[src/rtl/hdc_pkg.sv]
`timescale 1ns/1ps
package hdc_pkg;
   typedef enum logic [2:0] {
      TAG_DUMMY = 3'd0,
      TAG_DARK  = 3'd1,
      TAG_BUF   = 3'd2,
      TAG_ACT   = 3'd3,
      TAG_OVCLK = 3'd4
   } hdc_tag_e;
endpackage

[src/rtl/hdc_col_track.sv]
`timescale 1ns/1ps
module hdc_col_track
   import hdc_pkg::*;
#(
   parameter int DUMMY_N   = 11,
   parameter int DARK_N    = 22,
   parameter int DARK_TRIM = 1,
   parameter int BUF_N     = 12,
   parameter int ACT_N     = 2448
) (
   input  logic     clk,
   input  logic     rst_n,
   input  logic     in_valid,
   input  logic     in_sol,
   output hdc_tag_e tag,
   output logic     trusted,
   output logic     dark_end,
   output logic     err_short
);
   localparam int DARK_LO = DUMMY_N;
   localparam int BUF_LO  = DUMMY_N + DARK_N;
   localparam int ACT_LO  = BUF_LO + BUF_N;
   localparam int TOTAL   = ACT_LO + ACT_N;
   localparam int TR_LO   = DARK_LO + DARK_TRIM;
   localparam int TR_END  = BUF_LO - DARK_TRIM;
   localparam int CW      = $clog2(TOTAL + 1);

   localparam logic [CW-1:0] C_DARK_LO   = CW'(DARK_LO);
   localparam logic [CW-1:0] C_BUF_LO    = CW'(BUF_LO);
   localparam logic [CW-1:0] C_ACT_LO    = CW'(ACT_LO);
   localparam logic [CW-1:0] C_TOTAL     = CW'(TOTAL);
   localparam logic [CW-1:0] C_TR_LO     = CW'(TR_LO);
   localparam logic [CW-1:0] C_TR_END    = CW'(TR_END);
   localparam logic [CW-1:0] C_DARK_LAST = CW'(BUF_LO - 1);

   logic [CW-1:0] col_q;
   logic [CW-1:0] col_now;
   logic          started_q;
   logic          err_q;

   always_comb begin
      col_now = in_sol ? '0 : col_q;
      if (col_now < C_DARK_LO)      tag = TAG_DUMMY;
      else if (col_now < C_BUF_LO)  tag = TAG_DARK;
      else if (col_now < C_ACT_LO)  tag = TAG_BUF;
      else if (col_now < C_TOTAL)   tag = TAG_ACT;
      else                          tag = TAG_OVCLK;
      trusted  = (col_now >= C_TR_LO) && (col_now < C_TR_END);
      dark_end = (col_now == C_DARK_LAST);
   end

   always_ff @(posedge clk or negedge rst_n) begin
      if (!rst_n) begin
         col_q     <= C_TOTAL;
         started_q <= 1'b0;
         err_q     <= 1'b0;
      end else begin
         err_q <= in_valid && in_sol && started_q && (col_q < C_TOTAL);
         if (in_valid) begin
            col_q <= (col_now == C_TOTAL) ? C_TOTAL : col_now + 1'b1;
            if (in_sol) started_q <= 1'b1;
         end
      end
   end

   assign err_short = err_q;


   sol_restart_chk: assert property (@(posedge clk) disable iff (!rst_n)
      (in_valid && in_sol) |=> (col_q == CW'(1)));


   err_src_chk: assert property (@(posedge clk) disable iff (!rst_n)
      err_short |-> $past(in_valid && in_sol));


   idle_hold_chk: assert property (@(posedge clk) disable iff (!rst_n)
      !in_valid |=> $stable(col_q));
endmodule

[src/rtl/hdc_dark_level.sv]
`timescale 1ns/1ps
module hdc_dark_level #(
   parameter int DW          = 12,
   parameter int TRUST_N     = 20,
   parameter int RECIP_SHIFT = 16
) (
   input  logic          clk,
   input  logic          rst_n,
   input  logic          in_valid,
   input  logic          in_sol,
   input  logic          trusted,
   input  logic          dark_end,
   input  logic [DW-1:0] in_data,
   output logic [DW-1:0] level
);
   localparam int MAXV    = (1 << DW) - 1;
   localparam int SUM_MAX = TRUST_N * MAXV;
   localparam int SW      = $clog2(SUM_MAX + 1);

   logic [SW-1:0] sum_q;
   logic [SW-1:0] sum_next;
   logic [DW-1:0] lvl_calc;
   logic [DW-1:0] level_q;

   always_comb begin
      sum_next = (in_sol ? '0 : sum_q) + (trusted ? SW'(in_data) : '0);
   end

   generate
      if ((TRUST_N & (TRUST_N - 1)) == 0) begin : g_pow2
         localparam int LG = $clog2(TRUST_N);
         logic [SW:0] rnd;
         assign rnd      = {1'b0, sum_q} + (SW+1)'(TRUST_N / 2);
         assign lvl_calc = rnd[LG +: DW];
      end else begin : g_recip
         localparam int RECIP = ((1 << RECIP_SHIFT) + TRUST_N / 2) / TRUST_N;
         localparam int RW    = $clog2(RECIP + 1);
         localparam int PW    = SW + RW + 1;
         logic [PW-1:0] prod;
         assign prod     = PW'(sum_q) * PW'(RECIP) + PW'(1 << (RECIP_SHIFT - 1));
         assign lvl_calc = prod[RECIP_SHIFT +: DW];
      end
   endgenerate

   always_ff @(posedge clk or negedge rst_n) begin
      if (!rst_n) begin
         sum_q   <= '0;
         level_q <= '0;
      end else if (in_valid) begin
         sum_q <= sum_next;
         if (dark_end) level_q <= lvl_calc;
      end
   end

   assign level = level_q;


   sum_bound_chk: assert property (@(posedge clk) disable iff (!rst_n)
      sum_q <= SW'(SUM_MAX));


   excl_hold_chk: assert property (@(posedge clk) disable iff (!rst_n)
      (in_valid && !in_sol && !trusted) |=> $stable(sum_q));


   level_latch_chk: assert property (@(posedge clk) disable iff (!rst_n)
      !(in_valid && dark_end) |=> $stable(level));
endmodule

[src/rtl/hdc_out_stage.sv]
`timescale 1ns/1ps
module hdc_out_stage
   import hdc_pkg::*;
#(
   parameter int DW = 12
) (
   input  logic          clk,
   input  logic          rst_n,
   input  logic          in_valid,
   input  logic [DW-1:0] in_data,
   input  hdc_tag_e      tag,
   input  logic [DW-1:0] level,
   output logic          out_valid,
   output logic [DW-1:0] out_data,
   output hdc_tag_e      out_tag
);
   logic [DW:0]   diff;
   logic [DW-1:0] clamped;

   always_comb begin
      diff    = {1'b0, in_data} - {1'b0, level};
      clamped = diff[DW] ? '0 : diff[DW-1:0];
   end

   always_ff @(posedge clk or negedge rst_n) begin
      if (!rst_n) begin
         out_valid <= 1'b0;
         out_data  <= '0;
         out_tag   <= TAG_DUMMY;
      end else begin
         out_valid <= in_valid;
         if (in_valid) begin
            out_tag  <= tag;
            out_data <= (tag == TAG_ACT) ? clamped : in_data;
         end
      end
   end


   act_le_raw_chk: assert property (@(posedge clk) disable iff (!rst_n)
      (out_valid && out_tag == TAG_ACT) |-> (out_data <= $past(in_data)));


   pass_raw_chk: assert property (@(posedge clk) disable iff (!rst_n)
      (out_valid && out_tag != TAG_ACT) |-> (out_data == $past(in_data)));


   valid_src_chk: assert property (@(posedge clk) disable iff (!rst_n)
      out_valid |-> $past(in_valid));
endmodule

[src/rtl/hline_dark_clamp.sv]
`timescale 1ns/1ps
module hline_dark_clamp
   import hdc_pkg::*;
#(
   parameter int DW          = 12,
   parameter int DUMMY_N     = 11,
   parameter int DARK_N      = 22,
   parameter int DARK_TRIM   = 1,
   parameter int BUF_N       = 12,
   parameter int ACT_N       = 2448,
   parameter int RECIP_SHIFT = 16
) (
   input  logic          clk,
   input  logic          rst_n,
   input  logic          in_valid,
   input  logic          in_sol,
   input  logic [DW-1:0] in_data,
   output logic          out_valid,
   output logic [DW-1:0] out_data,
   output logic [2:0]    out_tag,
   output logic          err_short
);
   localparam int TRUST_N = DARK_N - 2 * DARK_TRIM;

   initial begin
      assert (DW >= 2) else $error("DW too small");
      assert (DUMMY_N >= 1) else $error("DUMMY_N must be at least 1");
      assert (DARK_TRIM >= 1) else $error("DARK_TRIM must be at least 1");
      assert (TRUST_N >= 1) else $error("no trusted dark columns left");
      assert (ACT_N >= 1) else $error("ACT_N must be at least 1");
      assert (RECIP_SHIFT >= 2 && RECIP_SHIFT <= 24) else $error("RECIP_SHIFT out of range");
   end

   hdc_tag_e      cls;
   hdc_tag_e      tag_q;
   logic          trusted;
   logic          dark_end;
   logic [DW-1:0] level;

   hdc_col_track #(
      .DUMMY_N  (DUMMY_N),
      .DARK_N   (DARK_N),
      .DARK_TRIM(DARK_TRIM),
      .BUF_N    (BUF_N),
      .ACT_N    (ACT_N)
   ) u_track (
      .clk      (clk),
      .rst_n    (rst_n),
      .in_valid (in_valid),
      .in_sol   (in_sol),
      .tag      (cls),
      .trusted  (trusted),
      .dark_end (dark_end),
      .err_short(err_short)
   );

   hdc_dark_level #(
      .DW         (DW),
      .TRUST_N    (TRUST_N),
      .RECIP_SHIFT(RECIP_SHIFT)
   ) u_level (
      .clk     (clk),
      .rst_n   (rst_n),
      .in_valid(in_valid),
      .in_sol  (in_sol),
      .trusted (trusted),
      .dark_end(dark_end),
      .in_data (in_data),
      .level   (level)
   );

   hdc_out_stage #(
      .DW(DW)
   ) u_out (
      .clk      (clk),
      .rst_n    (rst_n),
      .in_valid (in_valid),
      .in_data  (in_data),
      .tag      (cls),
      .level    (level),
      .out_valid(out_valid),
      .out_data (out_data),
      .out_tag  (tag_q)
   );

   assign out_tag = tag_q;


   err_align_chk: assert property (@(posedge clk) disable iff (!rst_n)
      err_short |-> (out_valid && tag_q == TAG_DUMMY));
endmodule

[config.mk]
export PLATFORM = sky130hd
export DESIGN_NAME = hline_dark_clamp
export DESIGN_NICKNAME = d
export VERILOG_FILES = /design/src/rtl/hdc_pkg.sv /design/src/rtl/hdc_col_track.sv /design/src/rtl/hdc_dark_level.sv /design/src/rtl/hdc_out_stage.sv /design/src/rtl/hline_dark_clamp.sv
export SDC_FILE = /design/constraint.sdc
export NUM_CORES = 1
export LEC_CHECK = 0
export ABC_AREA = 1
export BUFFER_PORTS_ARGS = -buffer_cell sky130_fd_sc_hd__buf_2
export CAP_MARGIN = 20
export CORE_ASPECT_RATIO = 0.8
export CORE_UTILIZATION = 59
export DETAILED_ROUTE_END_ITERATION = 10
export GPL_ROUTABILITY_DRIVEN = 0
export PLACE_DENSITY = 0.77
export RECOVER_POWER = 50
export SYNTH_ARGS = -nofsm -noshare
export SYNTH_HDL_FRONTEND = slang
export SYNTH_HIERARCHICAL = 1
export SYNTH_SLANG_ARGS = --single-unit
[constraint.sdc]
create_clock -name clk -period 5.4 [get_ports clk]
set_input_delay 1.35 -clock clk [delete_from_list [all_inputs] [get_ports clk]]
set_output_delay 1.35 -clock clk [all_outputs]
set_load 0.02 [all_outputs]
; ---- Yosys cells after proc, flatten, opt, wreduce, memory -nomap -nowiden
; Index checks and enable logic that the tools add are counted.
[classes]
mux = 10
n_eq_ne = 3
n_reduce_logical = 6
magnitude_cmp = 7
n_mul = 1
n_addsub = 4
[op_table]
columns = cell, count
row1 = $mux W12, 5
row2 = $lt A12 B6 Y1 const B, 3
row3 = $add A28 B16 Y28 const B, 1
row4 = $mul A17 B12 Y28 const B, 1
row5 = $lt A12 B12 Y1 const B, 2
row6 = $add A17 B17 Y17, 1
row7 = $mux W17, 1
row8 = $sub A12 B12 Y13, 1
row9 = $add A12 B1 Y12 const B, 1
row10 = $eq A12 B12 Y1 const B, 1
row11 = $eq A12 B6 Y1 const B, 1
row12 = $ge A12 B4 Y1 const B, 1
row13 = $lt A12 B4 Y1 const B, 1
row14 = $mux W3, 4
row15 = $logic_and A1 B1 Y1, 4
row16 = $reduce_and A2 Y1, 2
row17 = $eq A3 B2 Y1 const B, 1
[word_totals]
out_inout_bits = 17
in_bits = 16
reg_bits = 59
elab_cells = 39

; ---- Logic depth before layout (Yosys ltp)
; Gate-level depths: netlist of run 1.
[depth]
depth_word = 8
depth_mapped = 22
mapped_depth_nobuf = 22

; ---- Cells and area by module
; Netlist of run 1, hierarchy kept.
[by_module_without_submodules]
columns = module, cells_per_inst, area_per_inst_um2, n_inst, seq_area_each_um2
row1 = hdc_dark_level, 814, 6227.2, 1, 725.7
row2 = hdc_out_stage, 234, 1483.9, 1, 400.4
row3 = hdc_col_track, 176, 1177.4, 1, 360.3

; ---- Least setup slack after synthesis of run 1
; OpenSTA, ideal clock, no wires.
[synth_timing]
kind = flip-flop to flip-flop
from = register u_level.sum_q[8]
to = register u_level.level_q[11], in the netlist u_level/level[11]
arrival_time_ns = 4.049
path_stages_with_launch = 18
n_path_buf = 0
setup_slack_ns = 1.233
synth_period_minus_slack_ns = 4.167
setup_ns = 0.117
required_time_ns = 5.283
cell_sequence = dfrtp_1 > ha_1 > inv_1 > fa_1 > fa_1 > inv_1 > fa_1 > inv_1 > fa_1 > inv_1 > ha_1 > nand4_1 > nor4_2 > nand3_1 > nand3_1 > nand2_1 > nand3_1 > nand2_1
[synth_between]
elab_chain_cells = 2
[synth_rtl]
columns = item, line_no
row1 = start: declaration, hdc_dark_level.sv:20  ; logic [SW-1:0] sum_q;
row2 = start signal: assignment, hdc_dark_level.sv:50  ; sum_q <= sum_next;
row3 = $mul A17 B12 Y28, hdc_dark_level.sv:40  ; assign prod = PW'(sum_q) * PW'(RECIP) + PW'(1 << (RECIP_SHIFT - 1));
row4 = $add A28 B16 Y28, hdc_dark_level.sv:40
row5 = end signal: assignment, hdc_dark_level.sv:51  ; if (dark_end) level_q <= lvl_calc;
row6 = end: declaration, hdc_dark_level.sv:23  ; logic [DW-1:0] level_q;
; Every way passes these cells.
; A chain may end at the register's enable or synchronous reset.

; ---- Final worst setup path of run 1
; Ends and elaborated chain as after synthesis.

==> flow_metrics.py, run 1 <==
metrics = {
    "floorplanning": {
        "boundaryPins": 33,
        "core_area_mm2": 0.0145,
        "die_h_um": 112,
        "initial_core_util_pct": 61.3,
        "std_cell_rows": 39,
        "die-area_mm2": 0.0156,
        "die_w_um": 139,
    },
    "finish": {
        "area_growth_pct": 7.31,
        "multi_input_area_mm2": 0.00634,
        "design_area_mm2": 0.00954,
        "n_fill_cell": 1249,
        "fin_util_pct": 65.8,
        "drive_above_1_share_pct": 8.10,
        "register_area_mm2": 0.00149,
        "nNetsFinal": 1477,
        "fin_cells": 1444,
        "antenna_cells": 0,
    },
    "timing": {
        "finalCritPeriodShare_pct": 87.9,
        "fin_worst_skew_ps": 7.35,
        "fin_ws_ps": 653,
        "hold_slack_ps": 475,
        "fmax_mhz": 211,
        "relSlewSlack_pct": -127,
        "drv_slew": 60,
        "tightestPinTransition_ps": 3410,
        "fin_setup_tns_ps": 0,
        "rsz0062_at_grt": "no",
        "hold_violations": 0,
        "setup_violations": 0,
        "finalCriticalPeriod_ps": 4750,
    },
    "setup_path": {
        "worstPathMaxFanout": 9,
        "worst_setup_path_start_kind": "flop",
        "critPathRequiredTime_ps": 5620,
        "worstPathArrival_ps": 4970,
        "endpoint_kind": "flop",
        "worst-setup-path-type": "reg2reg",
    },
    "clocking": {
        "clkTransAtPathRegs_ps": 60,
        "cts_buffers": 9,
        "cts_setup_buffers": 0,
        "cts_max_level": 3,
        "clk_latency_ps": 330,
        "cts_resized": 0,
        "cts_max_path_buffers": 2,
        "cts_hold_buf": 0,
        "cts_root_buffer": "clkbuf_16",
        "clkSinkCount": 59,
        "cts_tree": "yes",
    },
    "worst_hold_path": {
        "min_path_type": "reg2reg",
    },
    "global_route": {
        "grt_max_degree": 60,
        "first_global_vias": 7530,
        "grt_pass1_wl_mm": 37.4,
        "grt_overflow_total": 0,
        "groute.usage.overall_pct": 30.1,
        "antenna_found_initial": 0,
    },
    "synth": {
        "avgSynthCellArea_um2": 7.26,
        "postSynth.asyncResetShare_pct": 100,
        "synth_area_leaders": "ha_1 20%, dfrtp_1 14%, fa_1 14%, nand2_1 13%, inv_1 11%",
        "synth.top_cells.by_count": "310 x nand2_1, 253 x inv_1, 145 x ha_1",
        "yosysSeqAreaShare_pct": 16.7,
        "yosysMostFrequentCell": "nand2_1",
        "synth_edf_count": 0,
        "synth_top_area_cell": "ha_1",
        "yosysTopAreaCellShare_pct": 20.4,
        "syn_nets": 1446,
        "yosysUniqueCellTypes": 43,
        "yosys_warnings": 6,
        "syn_area_mm2": 0.00889,
        "synth.ff_latch_count": 59,
        "yosys_most_used_dff": "dfrtp_1",
        "syn_inst": 1224,
    },
    "drt": {
        "wl_mm": 22.3,
        "postRouteAntennaNets": 0,
        "drt_iter0_drc": 705,
        "drc": 0,
        "vias": 7856,
        "wl_per_cell_um": 15.4,
        "viasPerCell": 5.44,
        "drtPass1Iterations": 8,
    },
    "pwr": {
        "power.total_mw": 1.28,
        "vdd_ir_drop_max_uv": 146,
        "power_density_mw_per_mm2": 134,
        "power.leakage_nw": 5.56,
    },
    "run_status": {
        "violations": "max-capacitance violations, max-slew violations",
        "status": "complete, but fails checks",
    },
    "run": {
        "maxCapViolCount": 1,
    },
    "place": {
        "io_buffers": 32,
        "placed_area_mm2": 0.00922,
        "dpl.cell_count": 1428,
        "dp_hpwl_mm": 18.0,
        "dp_slack_ps": 686,
    },
}
==> logic make-up (layout without fill, tap and decap cells) <==
kind of cell / after synthesis / in the layout / share of synthesized area, %
adder cells (fa/ha/maj): 206 / 206 / 34.1
XOR/XNOR: 29 / 29 / 2.86
AND/OR/NAND/NOR: 525 / 525 / 25.4
buffers and inverters: 276 / 312 / 11.9
flip-flops: 59 / 59 / 16.7
AO/OA/AOI/OAI: 129 / 129 / 8.90
==> area by class of cell <==
type | instances | share of cell area (%)
multi-input cells | 889 | 66.5
repair buffers | 35 | 1.77
clock buffers | 12 | 2.69
clock inverters | 4 | 0.761
flip-flops and latches | 59 | 15.6
well taps | 184 | 2.41
inverters | 261 | 10.3
==> worst max-delay path, stage by stage (launching register included) <==
cell and delay, ps:
dfrtp_1 520, ha_1 350, inv_1 50, fa_1 520
fa_1 560, inv_1 60, fa_1 560, inv_1 70
fa_1 530, inv_1 40, ha_1 410, nand4_1 250
nor4_2 300, nand3_1 170, nand3_1 100, nand2_1 50
nand3_1 60, nand2_1 60
==> placed cells by master (no fill, tap or decap), types with 24 or more instances in the layout <==
cell and count:
dfrtp_1 51, nor2_1 88, a21oi_1 51, o21ai_0 25, inv_1 253, nand2_1 310, fa_1 61, ha_1 145
buf_2 24, nand3_1 70
==> report_power, final <==
part	switching (mW)	internal, mW	total [mW]
Combinational	0.118	0.0522	0.170
Clock	0.214	0.429	0.642
Sequential	0.0103	0.457	0.467
==> worst paths after layout <==
| path | from | cells after the start | endpoint | slack (ps) |
|---|---|---|---|---|
| min | u_out/out_tag[0] | 2 | u_out/out_tag[0] | 480 |
| min in group asynchronous | rst_n | 2 | u_level/sum_q[5] | 2270 |
| max in group asynchronous | rst_n | 2 | u_out/out_tag[2] | 1210 |
| max | u_level/sum_q[8] | 17 | u_level/level[11] | 650 |
| min reg2reg | u_out/out_tag[0] | 2 | u_out/out_tag[0] | 480 |
| max reg2reg | u_level/sum_q[8] | 17 | u_level/level[11] | 650 |
==> registers in the layout (all words and copies together), names as in the netlist <==
| signal | flops |
|---|---|
| u_level/sum_q | 17 |
| u_level/level | 12 |
| u_out/out_data | 12 |
| u_track/col_q | 12 |
| u_out/out_tag | 3 |
| u_out/out_valid | 1 |
| u_track/err_short | 1 |
| u_track/started_q | 1 |
==> per-layer routing <==
layer	share of wire, %	vias up	track usage, %
met1	51	3675	45.6
met5	0	-	0
met4	0.68	0	3.85
met3	6.2	20	4.69
met2	42	257	46.3
li1	-	3904	-
Note: power is estimated with default switching activity, not from simulation.
==> run 2, diff against run 1 <==
- PLACE_DENSITY: 0.77 -> 0.8
- clock period: 5.4 -> 4 ns (I/O delays scaled with it)
==> run 2 against run 1 <==
The flow finishes with violations (max-capacitance violations, max-slew violations, negative setup slack). Sequential share of layout area is 2.2 points lower. Die area stayed put. Global-route usage is 7.1 points higher. Sequential power is 35% higher. Critical path type unchanged. Critical endpoint is now u_level/level[9]. Clock-buffer cell count stayed put. Largest cell class unchanged.
==> flow_metrics.py, run 2 (synthesis results as in run 1) <==
metrics = {
    "clocking": {
        "cts_tree": "yes",
        "clkSinkCount": 59,
        "clk_latency_ps": 330,
        "cts_max_level": 3,
        "cts_max_path_buffers": 2,
        "cts_buffers": 9,
        "cts_hold_buf": 0,
        "cts_root_buffer": "clkbuf_16",
        "clkTransAtPathRegs_ps": 60,
    },
    "finish": {
        "largest_reg_flops": 17,
        "layout_commonest_cell": "nand2_1",
        "drive_above_1_share_pct": 26.2,
        "area_growth_pct": 26.3,
        "antenna_cells": 0,
        "final_cell_mix": "286 x nand2_1, 228 x inv_1, 101 x ha_1",
        "n_fill_cell": 894,
        "fin_util_pct": 77.5,
        "register_area_mm2": 0.00150,
        "nNetsFinal": 1566,
        "design_area_mm2": 0.0112,
        "regMostFlops": "u_level/sum_q",
        "multi_input_area_mm2": 0.00729,
    },
    "timing": {
        "rsz0062_at_grt": "yes",
        "relSlewSlack_pct": -29.7,
        "setup_violations": 12,
        "hold_violations": 0,
        "fin_ws_ps": -355,
        "finalCriticalPeriod_ps": 4360,
        "fmax_mhz": 230,
        "tightestPinTransition_ps": 1950,
        "fin_worst_skew_ps": 8.58,
        "drv_slew": 31,
        "finalCritPeriodShare_pct": 109,
    },
    "pwr": {
        "power.share.sequential_pct": 35.4,
        "power_frac_clock_pct": 49.3,
        "power.total_mw": 1.78,
        "power_density_mw_per_mm2": 159,
        "p_comb_share_pct": 15.3,
        "vdd_ir_drop_max_uv": 206,
        "power.leakage_nw": 6.10,
        "intPower_mw": 1.29,
        "p_sw_share_pct": 27.7,
        "p_switching_mw": 0.494,
    },
    "run_status": {
        "status": "complete, but fails checks",
        "violations": "max-capacitance violations, max-slew violations, negative setup slack",
    },
    "drt": {
        "viasPerCell": 5.94,
        "wl_mm": 29.3,
        "vias": 9103,
        "drtPass1Iterations": 7,
        "drt_iter0_drc": 1017,
        "drc": 0,
        "postRouteAntennaNets": 0,
        "wl_per_cell_um": 19.1,
    },
    "floorplanning": {
        "die-area_mm2": 0.0156,
        "std_cell_rows": 39,
        "die_w_um": 139,
        "core_area_mm2": 0.0145,
        "die_h_um": 112,
        "boundaryPins": 33,
        "initial_core_util_pct": 61.3,
    },
    "global_route": {
        "grt_pass1_wl_mm": 45.3,
        "grt_overflow_total": 0,
        "grt_max_degree": 31,
        "first_global_vias": 8897,
        "groute.usage.overall_pct": 37.3,
        "antenna_found_initial": 1,
    },
    "place": {
        "placed_area_mm2": 0.00985,
        "io_buffers": 32,
        "dp_slack_ps": -435,
        "dp_hpwl_mm": 19.1,
    },
    "worst_hold_path": {
        "hold-path-cell-count": 2,
        "min_path_type": "reg2reg",
    },
    "setup_path": {
        "critPathRequiredTime_ps": 4220,
        "worst_setup_path_start_kind": "flop",
        "worstPathArrival_ps": 4580,
        "worstPathMaxFanout": 4,
        "worst-setup-path-type": "reg2reg",
        "endpoint_kind": "flop",
        "reg2reg_depth": 21,
    },
    "run": {
        "maxCapViolCount": 1,
    },
}
run 2: power by group through the flow:
stage	clock network (mW)	logic, mW	registers [mW]
2_1_floorplan	0	0.136	0.654
3_3_place_gp	0	0.233	0.640
3_5_place_dp	0	0.238	0.640
4_1_cts	0.885	0.255	0.630
5_1_grt	0.910	0.294	0.633
6_report	0.878	0.272	0.631
run 2: worst paths after layout:
check / end / slack (ps) / from
setup reg to reg: u_level/level[9] / -360 / u_level/sum_q[3]
hold reg to reg: u_level/level[8] / 480 / u_level/level[8]
min in group asynchronous: u_level/sum_q[8] / 1200 / rst_n
max in group asynchronous: u_level/sum_q[14] / 1090 / rst_n
hold / removal: u_level/level[8] / 480 / u_level/level[8]
setup / recovery: u_level/level[9] / -360 / u_level/sum_q[3]
run 2: stage by stage:
stage / hold slack, ps / setup TNS [ps] / cells
after global placement: 453 / -3570 / 1493
after CTS: 483 / -1370 / 1526
after global routing: 506 / -5020 / 1533
final: 479 / -3390 / 1533
after floorplan: 444 / -71.6 / 1224
after detailed placement: 468 / -4270 / 1493
run 2: per-layer routing:
| metal | wire (um) | track usage, % | up-vias | share of wire, % |
|---|---|---|---|---|
| met1 | 11700 | 49.1 | 4289 | 40 |
| li1 | - | - | 4083 | - |
| met2 | 13400 | 60.6 | 565 | 46 |
| met5 | 11 | 0 | - | 0.037 |
| met3 | 2690 | 8.00 | 164 | 9.2 |
| met4 | 1500 | 13.3 | 2 | 5.1 |
run 2: what timing repair did:
| item | 4_1_cts | 5_1_grt |
|---|---|---|
| resized for setup | 127 | 56 |
| setup buffers | 17 | 7 |
| endpoints found under the hold margin | 0 | 0 |
| pin swaps | 81 | 27 |
| setup endpoints to repair | 12 | 12 |
run 2: area by class of cell:
cell class | instances | share of cell area (%)
well taps | 184 | 2.05
clock inverters | 4 | 0.646
multi-input cells | 889 | 64.9
clock buffers | 12 | 2.28
flip-flops and latches | 59 | 13.4
repair buffers | 124 | 7.92
inverters | 261 | 8.79
run 2: critical path, stage by stage (launching register included):
cell,delay [ps]
dfrtp_2,450
buf_4,160
ha_4,260
xnor2_4,200
xor2_2,220
fa_2,490
fa_1,540
inv_1,60
fa_1,540
inv_2,60
ha_4,300
nand2_4,80
nor2_4,130
inv_2,60
a21oi_1,170
nor2_2,80
nand2_4,130
nand2_2,70
nand2_1,60
nand2_1,60
nand3_2,60
nand2_1,60
==> run 3, diff against run 2 <==
- ABC_AREA: 1 -> default
- CORE_UTILIZATION: 59 -> 58
- PLACE_DENSITY: 0.8 -> 0.79
- SLEW_MARGIN: default -> 10
==> run 3 against run 2 <==
The run still ends with max-capacitance violations, max-slew violations, negative setup slack left. Global-route usage down 6.5 points. Flip-flop and latch count stayed put. Clock-buffer cell count unchanged. Largest power group is now combinational cells. Register-to-register slack worse by 420 ps. Critical path depth shrank 5. Clock skew shrank 3.3 ps. Via count decreased by 23%. Cell area is 11% lower. Non-clock buffer count increased by 5.
==> flow_metrics.py, run 3 <==
metrics = {
    "synth": {
        "yosys_warnings": 6,
        "synth_area_leaders": "ha_1 22%, dfrtp_1 16%, fa_1 15%, inv_1 6.9%, nand2_1 2.8%",
        "synth_xor_area_share_pct": 3.65,
        "syn_inst": 902,
        "synth.ff_latch_count": 59,
        "yosysTopAreaCellShare_pct": 22.2,
        "synth_fa_ha_area_share_pct": 37.2,
        "syn_nets": 1124,
        "synth-simple-area-share_pct": 14.7,
        "yosysUniqueCellTypes": 75,
        "synth_top_area_cell": "ha_1",
        "yosysMostFrequentCell": "inv_1",
        "synth_edf_count": 0,
        "yosysSeqAreaShare_pct": 18.2,
        "yosys_most_used_dff": "dfrtp_1",
        "synth.top_cells.by_count": "151 x inv_1, 145 x ha_1, 61 x fa_1",
        "synth_compound_area_share_pct": 15.3,
        "syn_area_mm2": 0.00816,
        "avgSynthCellArea_um2": 9.04,
        "synth_top_family_by_area": "adder cells",
        "muxShareOfSynthArea_pct": 2.52,
        "postSynth.asyncResetShare_pct": 100,
    },
    "clocking": {
        "cts_buffers": 9,
        "cts_max_level": 3,
        "cts_max_path_buffers": 2,
        "clkSinkCount": 59,
        "cts_tree": "yes",
        "clk_latency_ps": 330,
        "cts_root_buffer": "clkbuf_16",
        "clkTransAtPathRegs_ps": 60,
    },
    "setup_path": {
        "reg2reg_depth": 16,
        "worstPathMaxFanout": 3,
        "r2r_start": "u_level/sum_q[8]",
        "endpoint_kind": "flop",
        "r2r_end": "u_level/level[10]",
        "worst_setup_path_start_kind": "flop",
        "worst-setup-path-type": "reg2reg",
        "critPathRequiredTime_ps": 4210,
        "rrSetupSlack_ps": -770,
        "worstPathArrival_ps": 4980,
    },
    "finish": {
        "largest_reg_flops": 17,
        "antenna_cells": 0,
        "regMostFlops": "u_level/sum_q",
        "drive_above_1_share_pct": 24.9,
        "area_growth_pct": 22.5,
        "fin_util_pct": 73.2,
        "final_cell_mix": "143 x inv_1, 124 x ha_1, 89 x buf_4",
        "design_area_mm2": 0.00999,
        "n_fill_cell": 985,
        "layout_commonest_cell": "inv_1",
        "nNetsFinal": 1238,
    },
    "floorplanning": {
        "std_cell_rows": 38,
        "die_w_um": 135,
        "initial_core_util_pct": 59.8,
        "die_h_um": 108,
        "boundaryPins": 33,
        "die-area_mm2": 0.0145,
        "core_area_mm2": 0.0136,
    },
    "timing": {
        "rsz0062_at_grt": "yes",
        "fmax_mhz": 210,
        "setup_violations": 12,
        "relSlewSlack_pct": -35.1,
        "drv_slew": 46,
        "finalCriticalPeriod_ps": 4770,
        "fin_worst_skew_ps": 5.32,
        "fin_setup_tns_ps": -6780,
        "tightestPinTransition_ps": 2030,
        "finalCritPeriodShare_pct": 119,
        "hold_violations": 0,
        "fin_ws_ps": -773,
    },
    "drt": {
        "wl_per_cell_um": 18.0,
        "drt_iter0_drc": 683,
        "wl_mm": 21.6,
        "vias": 7024,
        "viasPerCell": 5.85,
        "drc": 0,
        "drtPass1Iterations": 6,
        "postRouteAntennaNets": 0,
    },
    "pwr": {
        "vdd_ir_drop_max_uv": 290,
        "power.leakage_nw": 5.10,
        "power_density_mw_per_mm2": 381,
    },
    "worst_hold_path": {
        "hold-path-cell-count": 1,
        "holdCritStartpoint": "u_track/started_q",
        "hold_path_end": "u_track/started_q",
        "min_path_type": "reg2reg",
    },
    "place": {
        "io_buffers": 32,
        "placed_area_mm2": 0.00930,
        "dp_hpwl_mm": 15.8,
    },
    "global_route": {
        "met3_usage_pct": 5.67,
        "groute.usage.overall_pct": 30.8,
        "grtUsageMet1_pct": 43.8,
        "grt_max_degree": 46,
        "use_met2_pct": 48.9,
        "grt_pass1_wl_mm": 34.7,
        "antenna_found_initial": 0,
        "grt_overflow_total": 0,
        "grt-busiest-layer": "met2",
        "first_global_vias": 6791,
    },
    "run_status": {
        "status": "complete, but fails checks",
        "violations": "max-capacitance violations, max-slew violations, negative setup slack",
    },
    "run": {
        "maxCapViolCount": 1,
    },
}
run 3: cell types whose count changed after synthesis, moves of 10 or more:
cell      previous run  this run
nand2_1            310        60
inv_1              253       151
nand3_1             70        21
nor2_1              88        46
a21o_1               4        21
and2_1               0        16
nor2b_1              0        15
a21oi_1             51        38
clkbuf_1             9        22
a31oi_1              1        13
nor3_1               4        15
xnor2_1             10        21
mux2i_1              0        10
run 3: final cells by class:
cell class	instances	area, um2	share of cell area [%]
timing repair buffer	129	903	9.04
inverter	152	576	5.76
multi-input combinational	665	6470	64.8
clock inverter	4	75.1	0.751
tap	180	225	2.25
clock buffer	12	236	2.37
sequential	59	1500	15.0
run 3: worst max-delay path by stage:
| stage | slack, ps | end | depth (start not counted) | start |
|---|---|---|---|---|
| after floorplan | -260 | u_level/level[9] | 15 | u_level/sum_q[13] |
| after global routing | -850 | u_level/level[7] | 17 | u_level/sum_q[9] |
| after CTS | -700 | u_level/level[7] | 17 | u_level/sum_q[9] |
| final | -770 | u_level/level[10] | 16 | u_level/sum_q[8] |
| after global placement | -660 | u_level/level[10] | 17 | u_level/sum_q[9] |
| after detailed placement | -660 | u_level/level[10] | 17 | u_level/sum_q[9] |
run 3: cells by family after synthesis:
kind of cell / Yosys count
simple gates: 232
fa+ha+maj: 206
buf+inv: 178
compound gates: 174
flops: 59
xor+xnor: 34
mux: 19
run 3: metrics by stage:
stage | hold WS [ps] | cells | worst slack, ps | power (mW)
final | 459 | 1201 | -773 | 3.80
after global routing | 495 | 1201 | -848 | 4.10
after CTS | 459 | 1195 | -697 | 3.65
after detailed placement | 447 | 1167 | -664 | 2.67
after global placement | 440 | 1167 | -662 | 2.62
after floorplan | 428 | 902 | -263 | 2.10
run 3: report_power, final:
group | internal [mW] | leakage (nW) | switching [mW] | total (mW)
clock | 0.546 | 0.143 | 0.275 | 0.821
combinational | 0.997 | 4.23 | 1.25 | 2.25
sequential | 0.657 | 0.728 | 0.0785 | 0.735
total | 2.20 | 5.10 | 1.60 | 3.80
run 3: what timing repair did:
action                                 in CTS  in global routing
resized for setup                          24                 20
gates cloned                                0                  1
endpoints found under the hold margin       0                  0
setup endpoints to repair                  14                 16
setup buffers                              12                  5
pin swaps                                  23                 15
hold buffers                                0                  0
run 3: routing by layer:
layer	vias to the layer above	share of wire (%)	wire length [um]
met2	290	45	9800
li1	3327	-	-
met5	-	0	0
met1	3371	46	9870
met4	0	1.4	310
met3	36	7.6	1640
run 3: worst max-delay path, stage by stage, from the launching register on:
cell       delay, ps
dfrtp_2          450
buf_4            160
ha_4             250
fa_1             540
fa_1             450
fa_1             490
inv_1             50
fa_1             540
inv_1             70
ha_4             220
a21o_1           220
a2111oi_4        330
nand3_1          190
a31oi_4          240
o31ai_2          110
xnor2_1          220
o21ai_1          100
